==> src/rtl/adc_rd_pkg.sv <==
package adc_rd_pkg;

  localparam int WORD_W = 8;
  localparam int IDX_W  = $clog2(WORD_W);

  typedef enum logic [2:0] {
    ST_IDLE  = 3'd0,
    ST_SETUP = 3'd1,
    ST_HIGH  = 3'd2,
    ST_LOW   = 3'd3,
    ST_CONV  = 3'd4
  } rd_state_t;

  typedef struct packed {
    logic capture;    // sample serData now (last cycle of a high phase)
    logic frameDone;  // last cycle of the final low phase
  } rd_strobe_t;

endpackage

==> src/rtl/adc_rd_ctrl.sv <==
module adc_rd_ctrl
  import adc_rd_pkg::*;
#(
  parameter int SETUP_CYC = 175,
  parameter int HALF_CYC  = 57,
  parameter int CONV_CYC  = 2125
) (
  input  logic       clk,
  input  logic       rstN,
  input  logic       startReq,
  output logic       selN,
  output logic       serClk,
  output logic       busy,
  output rd_strobe_t strobe
);

  localparam int MAX_SH = (SETUP_CYC > HALF_CYC) ? SETUP_CYC : HALF_CYC;
  localparam int MAX_C  = (MAX_SH > CONV_CYC) ? MAX_SH : CONV_CYC;
  localparam int CW     = $clog2(MAX_C + 1);
  localparam logic [CW-1:0] SETUP_LOAD = CW'(SETUP_CYC - 1);
  localparam logic [CW-1:0] HALF_LOAD  = CW'(HALF_CYC - 1);
  localparam logic [CW-1:0] CONV_LOAD  = CW'(CONV_CYC - 1);
  localparam logic [IDX_W-1:0] LAST_IDX = IDX_W'(WORD_W - 1);

  rd_state_t        state;
  logic [CW-1:0]    cnt;
  logic [IDX_W-1:0] bitIdx;
  logic             cntZero;

  assign cntZero = (cnt == '0);

  always_ff @(posedge clk) begin
    if (!rstN) begin
      state  <= ST_IDLE;
      cnt    <= '0;
      bitIdx <= '0;
    end else begin
      unique case (state)
        ST_IDLE: begin
          if (startReq) begin
            state <= ST_SETUP;
            cnt   <= SETUP_LOAD;
          end
        end
        ST_SETUP: begin
          if (cntZero) begin
            state  <= ST_HIGH;
            cnt    <= HALF_LOAD;
            bitIdx <= '0;
          end else begin
            cnt <= cnt - 1'b1;
          end
        end
        ST_HIGH: begin
          if (cntZero) begin
            state <= ST_LOW;
            cnt   <= HALF_LOAD;
          end else begin
            cnt <= cnt - 1'b1;
          end
        end
        ST_LOW: begin
          if (cntZero) begin
            if (bitIdx == LAST_IDX) begin
              state <= ST_CONV;
              cnt   <= CONV_LOAD;
            end else begin
              state  <= ST_HIGH;
              cnt    <= HALF_LOAD;
              bitIdx <= bitIdx + 1'b1;
            end
          end else begin
            cnt <= cnt - 1'b1;
          end
        end
        ST_CONV: begin
          if (cntZero) begin
            state <= ST_IDLE;
          end else begin
            cnt <= cnt - 1'b1;
          end
        end
        default: state <= ST_IDLE;
      endcase
    end
  end

  assign selN   = (state == ST_IDLE) || (state == ST_CONV);
  assign serClk = (state == ST_HIGH);
  assign busy   = (state != ST_IDLE);

  always_comb begin
    strobe.capture   = (state == ST_HIGH) && cntZero;
    strobe.frameDone = (state == ST_LOW) && cntZero && (bitIdx == LAST_IDX);
  end

  // ---- checks ----
  logic [CW-1:0] hiLen;
  always_ff @(posedge clk) begin
    if (!rstN)       hiLen <= '0;
    else if (serClk) hiLen <= hiLen + 1'b1;
    else             hiLen <= '0;
  end

  a_r1_clk_gated_by_sel: assert property (@(posedge clk) disable iff (!rstN)
    serClk |-> !selN);

  a_r1_high_width: assert property (@(posedge clk) disable iff (!rstN)
    $fell(serClk) |-> (hiLen == CW'(HALF_CYC)));

  a_r2_no_clk_at_select: assert property (@(posedge clk) disable iff (!rstN)
    $fell(selN) |-> !serClk);

  a_r6_frame_from_idle: assert property (@(posedge clk) disable iff (!rstN)
    $fell(selN) |-> $past(!busy));

endmodule

==> src/rtl/adc_rd_dpath.sv <==
module adc_rd_dpath
  import adc_rd_pkg::*;
#(
  parameter bit DROP_FIRST = 1'b1
) (
  input  logic              clk,
  input  logic              rstN,
  input  logic              serData,
  input  rd_strobe_t        strobe,
  output logic              resultValid,
  output logic [WORD_W-1:0] resultData
);

  logic [WORD_W-1:0] shiftReg;
  logic              firstPending;
  logic              keepWord;

  generate
    if (DROP_FIRST) begin : g_drop
      assign keepWord = !firstPending;
    end else begin : g_keep
      assign keepWord = 1'b1;
    end
  endgenerate

  always_ff @(posedge clk) begin
    if (!rstN) begin
      shiftReg     <= '0;
      resultData   <= '0;
      resultValid  <= 1'b0;
      firstPending <= 1'b1;
    end else begin
      resultValid <= 1'b0;
      if (strobe.capture) begin
        shiftReg <= {shiftReg[WORD_W-2:0], serData};
      end
      if (strobe.frameDone) begin
        firstPending <= 1'b0;
        if (keepWord) begin
          resultData  <= shiftReg;
          resultValid <= 1'b1;
        end
      end
    end
  end

  a_r5_single_pulse: assert property (@(posedge clk) disable iff (!rstN)
    resultValid |=> !resultValid);

  a_r5_data_hold: assert property (@(posedge clk) disable iff (!rstN)
    !resultValid |-> $stable(resultData));

endmodule

==> src/rtl/adc_host_reader.sv <==
module adc_host_reader
  import adc_rd_pkg::*;
#(
  parameter int SETUP_CYC  = 175,
  parameter int HALF_CYC   = 57,
  parameter int CONV_CYC   = 2125,
  parameter bit DROP_FIRST = 1'b1
) (
  input  logic       clk,
  input  logic       rstN,
  input  logic       startReq,
  input  logic       serData,
  output logic       selN,
  output logic       serClk,
  output logic       busy,
  output logic       resultValid,
  output logic [7:0] resultData
);

  rd_strobe_t strobe;

  adc_rd_ctrl #(
    .SETUP_CYC(SETUP_CYC),
    .HALF_CYC (HALF_CYC),
    .CONV_CYC (CONV_CYC)
  ) uCtrl (
    .clk     (clk),
    .rstN    (rstN),
    .startReq(startReq),
    .selN    (selN),
    .serClk  (serClk),
    .busy    (busy),
    .strobe  (strobe)
  );

  adc_rd_dpath #(
    .DROP_FIRST(DROP_FIRST)
  ) uDpath (
    .clk        (clk),
    .rstN       (rstN),
    .serData    (serData),
    .strobe     (strobe),
    .resultValid(resultValid),
    .resultData (resultData)
  );

  a_r4_valid_after_select: assert property (@(posedge clk) disable iff (!rstN)
    resultValid |-> (selN && busy && $past(!selN)));

endmodule

==> config.mk <==
export PLATFORM = sky130hd
export DESIGN_NAME = adc_host_reader
export DESIGN_NICKNAME = d
export VERILOG_FILES = /design/src/rtl/adc_rd_pkg.sv /design/src/rtl/adc_rd_ctrl.sv /design/src/rtl/adc_rd_dpath.sv /design/src/rtl/adc_host_reader.sv
export SDC_FILE = /design/constraint.sdc
export NUM_CORES = 1
export LEC_CHECK = 0
export ABC_AREA = 1
export BUFFER_PORTS_ARGS = -buffer_cell sky130_fd_sc_hd__buf_4
export CAP_MARGIN = 15
export CELL_PAD_IN_SITES_DETAIL_PLACEMENT = 1
export CELL_PAD_IN_SITES_GLOBAL_PLACEMENT = 1
export CORE_AREA = 10 10 79 81
export CTS_BUF_LIST = sky130_fd_sc_hd__clkbuf_2
export DETAILED_ROUTE_END_ITERATION = 8
export DIE_AREA = 0 0 89 91
export GPL_ROUTABILITY_DRIVEN = 0
export GPL_TIMING_DRIVEN = 0
export PLACE_DENSITY = 0.75
export SYNTH_ARGS = -nofsm -noshare
export SYNTH_HDL_FRONTEND = slang
export SYNTH_HIERARCHICAL = 1
export SYNTH_SLANG_ARGS = --single-unit
==> constraint.sdc <==
create_clock -name clk -period 2.3 [get_ports clk]
set_input_delay 0.69 -clock clk [delete_from_list [all_inputs] [get_ports clk]]
set_output_delay 0.69 -clock clk [all_outputs]
set_load 0.02 [all_outputs]
After elaboration in Yosys (flattened, before gate mapping)
Index checks and enable logic that the tools add are counted.
Storage, ports and cells
  logic and storage cells: 54
  register bits after elaboration: 36
  bits of input ports: 4
  output and inout port bits: 12
Operators by class
  reductions and logical operators: 15
  mux-type cells: 17
  equal/unequal tests: 12
  bitwise operators: 1
  add/sub/neg operators: 2
Operators with widths (count)
  $mux W12: 5
  $pmux W12 S4: 1
  $mux W3: 8
  $pmux W3 S5: 1
  $logic_not A12 Y1: 1
  $sub A12 B1 Y12 const B: 1
  $ne A2 B1 Y1 const B: 4
  $eq A3 B2 Y1 const B: 2
  $eq A3 B3 Y1 const B: 2
  $ne A2 B2 Y1 const B: 3
  $pmux W3 S2: 1
  $reduce_and A5 Y1: 1
  $reduce_and A2 Y1: 2
  $reduce_and A4 Y1: 1
  $reduce_bool A4 Y1: 1
  $add A3 B1 Y3 const B: 1
  $eq A3 B1 Y1 const B: 1
  $logic_and A1 B1 Y1: 3
  $logic_not A3 Y1: 1
  $reduce_and A3 Y1: 1
  $reduce_bool A3 Y1: 1
  $reduce_bool A2 Y1: 1
  $reduce_or A2 Y1: 1
  $logic_or A1 B1 Y1: 1
  other kinds (2): 2

Logic depth before layout (Yosys ltp)
Gate-level depths: netlist (run 1).
  depth after elaboration: 4
  gate-level depth with buffers: 12
  depth with buffers taken out: 12

By module
Netlist (run 1), hierarchy kept.
By module, submodules not included
  adc_rd_ctrl: sequential area each 360.3 sq um, area an instance 1189.9 sq um, cells an instance 180, times used 1
  adc_rd_dpath: sequential area each 360.3 sq um, area an instance 658.1 sq um, cells an instance 84, times used 1

Worst setup path after synthesis (run 1)
Ideal clock, no wire load.
  kind: reg2reg
  from: reg uCtrl.cnt[0]
  to: reg uDpath.shiftReg[5]
  period minus slack after synthesis: 1738 ps
  data arrival time: 1668 ps
  path slack: 562 ps
  stages on the path, launching flop included: 12
  cells stage by stage: dfxtp_1 -> inv_1 -> ha_1 -> inv_1 -> nor2_1 -> nand2_1 -> nor2_1 -> nand4_1 -> nor2_1 -> buf_6 -> o21ai_1 -> a21oi_1
RTL lines
  start, declared: line adc_rd_ctrl.sv:26  | logic [CW-1:0] cnt;
  start signal, assigned: line adc_rd_ctrl.sv:51  | cnt <= cnt - 1'b1;
  start signal, assigned: line adc_rd_ctrl.sv:59  | cnt <= cnt - 1'b1;
  start signal, assigned: line adc_rd_ctrl.sv:73  | cnt <= cnt - 1'b1;
  end signal, assigned: line adc_rd_dpath.sv:35  | shiftReg <= {shiftReg[WORD_W-2:0], serData};
  end, declared: line adc_rd_dpath.sv:14  | logic [WORD_W-1:0] shiftReg;

==> run metrics, run 1 <==
Final Util=45.3%; Post-Syn Instances=264; Area Growth Syn to Fin=14.4%; initial core utilization=just under 40%; HP Class=reg -> reg; GRT overflow=0; die area=slightly above 8000 µm²; clk sinks=36; Critical Path, Cell by Cell=inv_1, ha_1, inv_1, nor2_1, nand2_1, nor2_1, nand4_1, buf_4, nor2_1, buf_2, nand3_1, nand2_1, nor2_1; Final setup viols=0; most used flip-flop cell after synthesis=dfxtp_1; CTS tree=done; Ports=16; initial antenna violation count=0; Final TNS setup=0 ps; Site Rows=25; Final Skew=16.9 ps; most frequent cells in the layout=nand2_1, nor2_1, dfxtp_1; final hold vios=0; Top delay family on crit path=simple AND/OR/NAND/NOR gates; Yosys warnings=6; # nets final=~290; Port Buffer Count=15; area of the multi-input gates=952 µm²; VDD IR max=roughly 900 µV; H-tree depth=2; CP startpoint kind=flop; share of cells above drive strength 1=18.8%; power after layout=0.00275 W; RSZ-0062 raised after global routing=false; fin crit share=89.6%; Cell Area, Synth=1850 µm²; worst hold margin=480 ps; worst path arrival time=2380 ps; slowest cell delay on critical path=340 ps; DRT Wirelength=4630 µm; DRT antenna net count=0; slowest cell on the critical path=dfxtp_1; Unique masters post-synth=31; EDFF count, synth=0; Yosys reg bits=36; leakage=0.926 nW; Setup CP Type=reg -> reg; total CTS buffers=5; CP Capture Type=flop; largest net degree at the start of global routing=13; CTS root buf=clkbuf_2; Max-Cap Viols=0; Period minus WS final=just over 2000 ps; Simple-Gate Fraction of Synth Area=about a third; worst slew margin relative to its limit=65.0%; sequential share of the synthesized area=39.0%; xor and xnor fraction of the mapped netlist area=~1.9%; DRC=0; WL/cell=13.5 µm; GRT Overall Usage=a little under an eighth; Avg Cell Area, Syn=7.00 µm²; multiplexer area fraction after synthesis=0%; router iterations before antenna repair=4; CP most frequent cell=nor2_1; ys async rst share=0%; highest clock rate=485 MHz; main combinational cell family by area after synthesis=simple AND/OR/NAND/NOR gates; fin. max-slew vios=0; Crit Path Max Fanout=10; FF/Latch Area=721 µm²; Fillers=approximately 620; clk buf depth=2; clock slew at reported path FFs=210 ps; die width=89 µm; top cell type's share of synthesized area=between 30% and 40%; status=finished clean; Die Height=91 µm; Least-Margin Pin Slew=525 ps; DR iter-0 viols=between 40 and 50; syn nets=around 270; global-route wire length before repair=7860 µm; buffers plus inverters on the worst setup path=4; Synth Area in Adders=slightly above 2%; Avg Vias per Cell=5.03; most common cell after layout, fill and taps aside=nand2_1; vias in the first global route=1732; HPWL Detailed=3550 µm; Area contributors post-synth=dfxtp_1, nand2_1, nor2_1, inv_1, a21oi_1; area fraction in compound gates after synthesis=13.9%; PD cells=1300 nW/µm²; via count=around 1700; hold-fix buffer count after cts=0; clk_lat worst skew=400 ps; largest area contributor in the netlist=dfxtp_1; core box area=between 4000 and 5000 µm²; Diodes inserted=0; Required @ worst endpoint=2620 ps
==> cell families (layout without fill, tap and decap cells) <==
kind of cell,after synthesis,count (layout)
AND/OR/NAND/NOR,131,131
XOR/XNOR,4,4
buffers and inverters,43,67
adder cells (fa/ha/maj),3,3
flip-flops,36,36
AO/OA/AOI/OAI,47,47
==> layer usage <==
layer	track usage (%)	routed length (µm)	up-vias
met5	0	0	-
met1	14.9	2280	791
met3	3.66	206	9
met2	18.9	2070	25
li1	-	-	894
met4	3.98	69	0
==> final timing paths <==
path | start | end | slack, ps | cells after the start
worst max register to register | uCtrl/cnt[0]$_SDFFE_PN0P_ | uDpath/resultData[0]$_SDFFE_PN0P_ | 240 | 13
worst max-delay path | uCtrl/cnt[0]$_SDFFE_PN0P_ | uDpath/resultData[0]$_SDFFE_PN0P_ | 240 | 13
worst min-delay path | uCtrl/cnt[9]$_SDFFE_PN0P_ | uCtrl/cnt[9]$_SDFFE_PN0P_ | 480 | 2
worst min register to register | uCtrl/cnt[9]$_SDFFE_PN0P_ | uCtrl/cnt[9]$_SDFFE_PN0P_ | 480 | 2
==> per-stage QoR <==
step	setup slack, ps	instance area [µm²]	cells
final	238	2110	342
after global routing	2.07	2110	342
after CTS	2.28	2090	341
after detailed placement	70.9	2030	333
after global placement	51.5	2030	333
after floorplan	562	1850	264
==> registers in the layout, indices dropped and copies added (netlist names) <==
| name | cells |
|---|---|
| uDpath/resultValid | 1 |
| uDpath/firstPending | 1 |
| uDpath/shiftReg | 8 |
| uCtrl/cnt | 12 |
| uDpath/resultData | 8 |
| uCtrl/state | 3 |
| uCtrl/bitIdx | 3 |
==> synth_stat cells (2+ instances only) <==
| cell | n |
|---|---|
| o21ai_0 | 12 |
| inv_2 | 7 |
| ha_1 | 3 |
| nor2_1 | 44 |
| dfxtp_1 | 36 |
| nor3_1 | 5 |
| inv_1 | 30 |
| a21oi_1 | 17 |
| nand3_1 | 15 |
| xnor2_1 | 2 |
| nand3_2 | 3 |
| xor2_1 | 2 |
| o21ai_1 | 11 |
| buf_6 | 3 |
| nor2_2 | 4 |
| nand2_2 | 3 |
| nand4_1 | 3 |
| a211oi_1 | 3 |
| nand2_1 | 48 |
| a21oi_2 | 2 |
==> where the power goes <==
part / leakage [nW] / internal, W / switching [W]
Combinational: 0.590 / 0.000498 / 0.000965
Sequential: 0.293 / 0.000748 / 0.000122
Clock: 0.0430 / 0.000187 / 0.000228
==> final cells by class <==
cell class | instances | share of cell area, %
Tap cell | 54 | 3.20
Clock buffer | 6 | 1.42
Multi-Input combinational cell | 185 | 45.1
Buffer | 5 | 2.01
Inverter | 38 | 6.87
Timing Repair Buffer | 16 | 5.68
Clock inverter | 2 | 1.66
Sequential cell | 36 | 34.1
==> worst register-to-register path, cell delays in order, from the launching register on <==
cell	delay [ps]
dfxtp_1	340
inv_1	130
ha_1	240
inv_1	70
nor2_1	110
nand2_1	90
nor2_1	160
nand4_1	110
buf_4	170
nor2_1	130
buf_2	220
nand3_1	100
nand2_1	70
nor2_1	40
==> what timing repair did <==
| action | in CTS | in global routing |
|---|---|---|
| setup buffers | 0 | 1 |
| endpoints found under the setup margin | 0 | 16 |
| resized for setup | 0 | 3 |
Note: power is estimated with default switching activity, not from simulation.
==> inputs of run 2 (changes only) <==
--- a/config.mk
+++ b/config.mk
@@ -7,16 +7,16 @@
 export LEC_CHECK = 0
 export ABC_AREA = 1
 export BUFFER_PORTS_ARGS = -buffer_cell sky130_fd_sc_hd__buf_4
-export CAP_MARGIN = 15
+export CAP_MARGIN = 20
 export CELL_PAD_IN_SITES_DETAIL_PLACEMENT = 1
 export CELL_PAD_IN_SITES_GLOBAL_PLACEMENT = 1
-export CORE_AREA = 10 10 79 81
+export CORE_AREA = 10 10 76 78
 export CTS_BUF_LIST = sky130_fd_sc_hd__clkbuf_2
 export DETAILED_ROUTE_END_ITERATION = 8
-export DIE_AREA = 0 0 89 91
+export DIE_AREA = 0 0 86 88
 export GPL_ROUTABILITY_DRIVEN = 0
 export GPL_TIMING_DRIVEN = 0
-export PLACE_DENSITY = 0.75
+export PLACE_DENSITY = 0.8
 export SYNTH_ARGS = -nofsm -noshare
 export SYNTH_HDL_FRONTEND = slang
 export SYNTH_HIERARCHICAL = 1
==> run 2 against run 1 <==
Compared with the run above:
- die area fell by 6.6%
- highest routed layer unchanged
- utilization rose by 3.1 points
- non-clock buffer count did not move
- critical endpoint is now uDpath/shiftReg[5]$_SDFFE_PN0P_
- design area fell by 1.7%
- global-route usage rose by 0.42 points
- combinational power barely moved
- worst setup slack got worse by 41 ps
- register-to-register slack got worse by 40 ps
- worst hold slack got worse by 8.6 ps
- sequential share of layout area rose by 0.57 points
- clock-buffer cell count did not move
- clock power fell by 32%
==> run metrics, run 2 (synthesized netlist as in run 1, its figures left out) <==
non-filler cells, final=approximately 340; leakage=0.912 nW; Setup CP Type=reg -> reg; Avg Vias per Cell=5.01; vias in the first global route=1728; initial antenna violation count=0; reg2reg start=uCtrl/cnt[0]$_SDFFE_PN0P_; worst r2r dst=uDpath/shiftReg[5]$_SDFFE_PN0P_; clk_lat worst skew=380 ps; Hold EP=uCtrl/cnt[9]$_SDFFE_PN0P_; Area Growth Syn to Fin=12.5%; core box area=4290 µm²; Non-Filler Cell Area, Final=2080 µm²; PD cells=about 1300 nW/µm²; FF/Latch Area=a little over 700 µm²; HPWL Detailed=about 3500 µm; CP startpoint kind=flop; HP Class=reg -> reg; VDD IR max=871 µV; fin crit share=91.4%; H-tree depth=2; GRT Overall Usage=12.3%; Diodes inserted=0; most common cell after layout, fill and taps aside=nand2_1; DRT Wirelength=4470 µm; most frequent cells in the layout=nand2_1, nor2_1, dfxtp_1; RSZ-0062 raised after global routing=true; highest clock rate=476 MHz; Regs by FF count=uCtrl/cnt x12, uDpath/resultData x8, uDpath/shiftReg x8; DP Area=2030 µm²; Max-Cap Viols=0; Least-Margin Pin Slew=530 ps; fin. max-slew vios=0; DRT antenna net count=0; CTS root buf=clkbuf_2; share of cells above drive strength 1=18.8%; Final Skew=11.5 ps; Period minus WS final=2100 ps; hold_sp=uCtrl/cnt[9]$_SDFFE_PN0P_; hold-fix buffer count after cts=0; Die Height=88 µm; GRT overflow=0; Port Buffer Count=15; Crit Path Max Fanout=10; power after layout=approximately 0.0026 W; Final setup viols=0; Worst R2R Path Depth=11; largest net degree at the start of global routing=13; Site Rows=24; die area=between 7000 and 8000 µm²; clk buf depth=2; worst path arrival time=around 2400 ps; max FFs per register=12; clock slew at reported path FFs=roughly 180 ps; final hold vios=0; via count=between 1500 and 2000; DR iter-0 viols=84; R2R Setup Slk=200 ps; DRC=0; WL/cell=13.2 µm; area of the multi-input gates=approximately 950 µm²; # nets final=294; Cells after DPL=331; router iterations before antenna repair=4; die width=about 86 µm; CP Capture Type=flop; status=finished clean; Ports=16; worst slew margin relative to its limit=64.6%; Hold Crit Depth=2; Fillers=a little under 600; CTS tree=done; total CTS buffers=5; initial core utilization=43.0%; Setup WS pre-CTS=~64 ps; clk sinks=36; global-route wire length before repair=~7700 µm; Required @ worst endpoint=~2600 ps; final setup margin=197 ps; Largest Register=uCtrl/cnt
run 2: cell count changes in the layout (fill, tap and decap cells not counted):
cell       before  now
bufinv_16       1    0
nor2_1         43   42
nor2_2          3    5
nor2_4          3    2
run 2: worst max-delay path by stage:
stage / slack (ps) / depth (start not counted) / to / from
detailed placement: 60 / 11 / uDpath/shiftReg[5]$_SDFFE_PN0P_ / uCtrl/cnt[0]$_SDFFE_PN0P_
finish: 200 / 11 / uDpath/shiftReg[5]$_SDFFE_PN0P_ / uCtrl/cnt[0]$_SDFFE_PN0P_
floorplan: 560 / 11 / uDpath/shiftReg[5]$_SDFFE_PN0P_ / uCtrl/cnt[0]$_SDFFE_PN0P_
CTS: 20 / 11 / uDpath/shiftReg[5]$_SDFFE_PN0P_ / uCtrl/cnt[0]$_SDFFE_PN0P_
global placement: 90 / 11 / uDpath/shiftReg[6]$_SDFFE_PN0P_ / uCtrl/cnt[0]$_SDFFE_PN0P_
global route: -5 / 11 / uDpath/shiftReg[5]$_SDFFE_PN0P_ / uCtrl/cnt[0]$_SDFFE_PN0P_
run 2: cell type report:
cell class	count	share of cell area, %
Buffer	5	2.05
Tap cell	52	3.13
Sequential cell	36	34.7
Clock inverter	1	0.241
Inverter	38	6.98
Multi-Input combinational cell	185	45.7
Timing Repair Buffer	16	5.78
Clock buffer	6	1.44
run 2: repair_timing:
| item | CTS | global route |
|---|---|---|
| setup buffers | 0 | 1 |
| setup endpoints to repair | 0 | 16 |
| resized for setup | 0 | 3 |
run 2: critical path, stage by stage, from the launching register on:
cell,delay (ps)
dfxtp_1,340
inv_1,120
ha_1,230
inv_1,70
nor2_1,120
nand2_1,100
nor2_1,170
nand4_1,220
nor2_2,290
buf_6,190
o21ai_1,60
a21oi_1,100
run 2: power breakdown:
part	switching [W]	total (W)	internal [W]
combinational	0.000957	0.00145	0.000497
clock	0.000209	0.000281	0.0000726
sequential	0.000121	0.000868	0.000748
total	0.00129	0.00260	0.00132
run 2: per-stage QoR:
| stage | TNS (ps) | utilization [%] | hold slack, ps |
|---|---|---|---|
| floorplan | 0 | - | 435 |
| global placement | 0 | 47.2 | 447 |
| detailed placement | 0 | 47.2 | 454 |
| CTS | 0 | 48.0 | 476 |
| global route | -5.95 | 48.4 | 496 |
| finish | 0 | 48.4 | 472 |
run 2: per-layer routing:
layer | routed length [µm] | up-vias | track usage [%]
met1 | 2200 | 779 | 14.6
li1 | - | 891 | -
met5 | 0 | - | 0
met3 | 174 | 7 | 2.88
met4 | 70 | 0 | 5.69
met2 | 2030 | 20 | 20.6
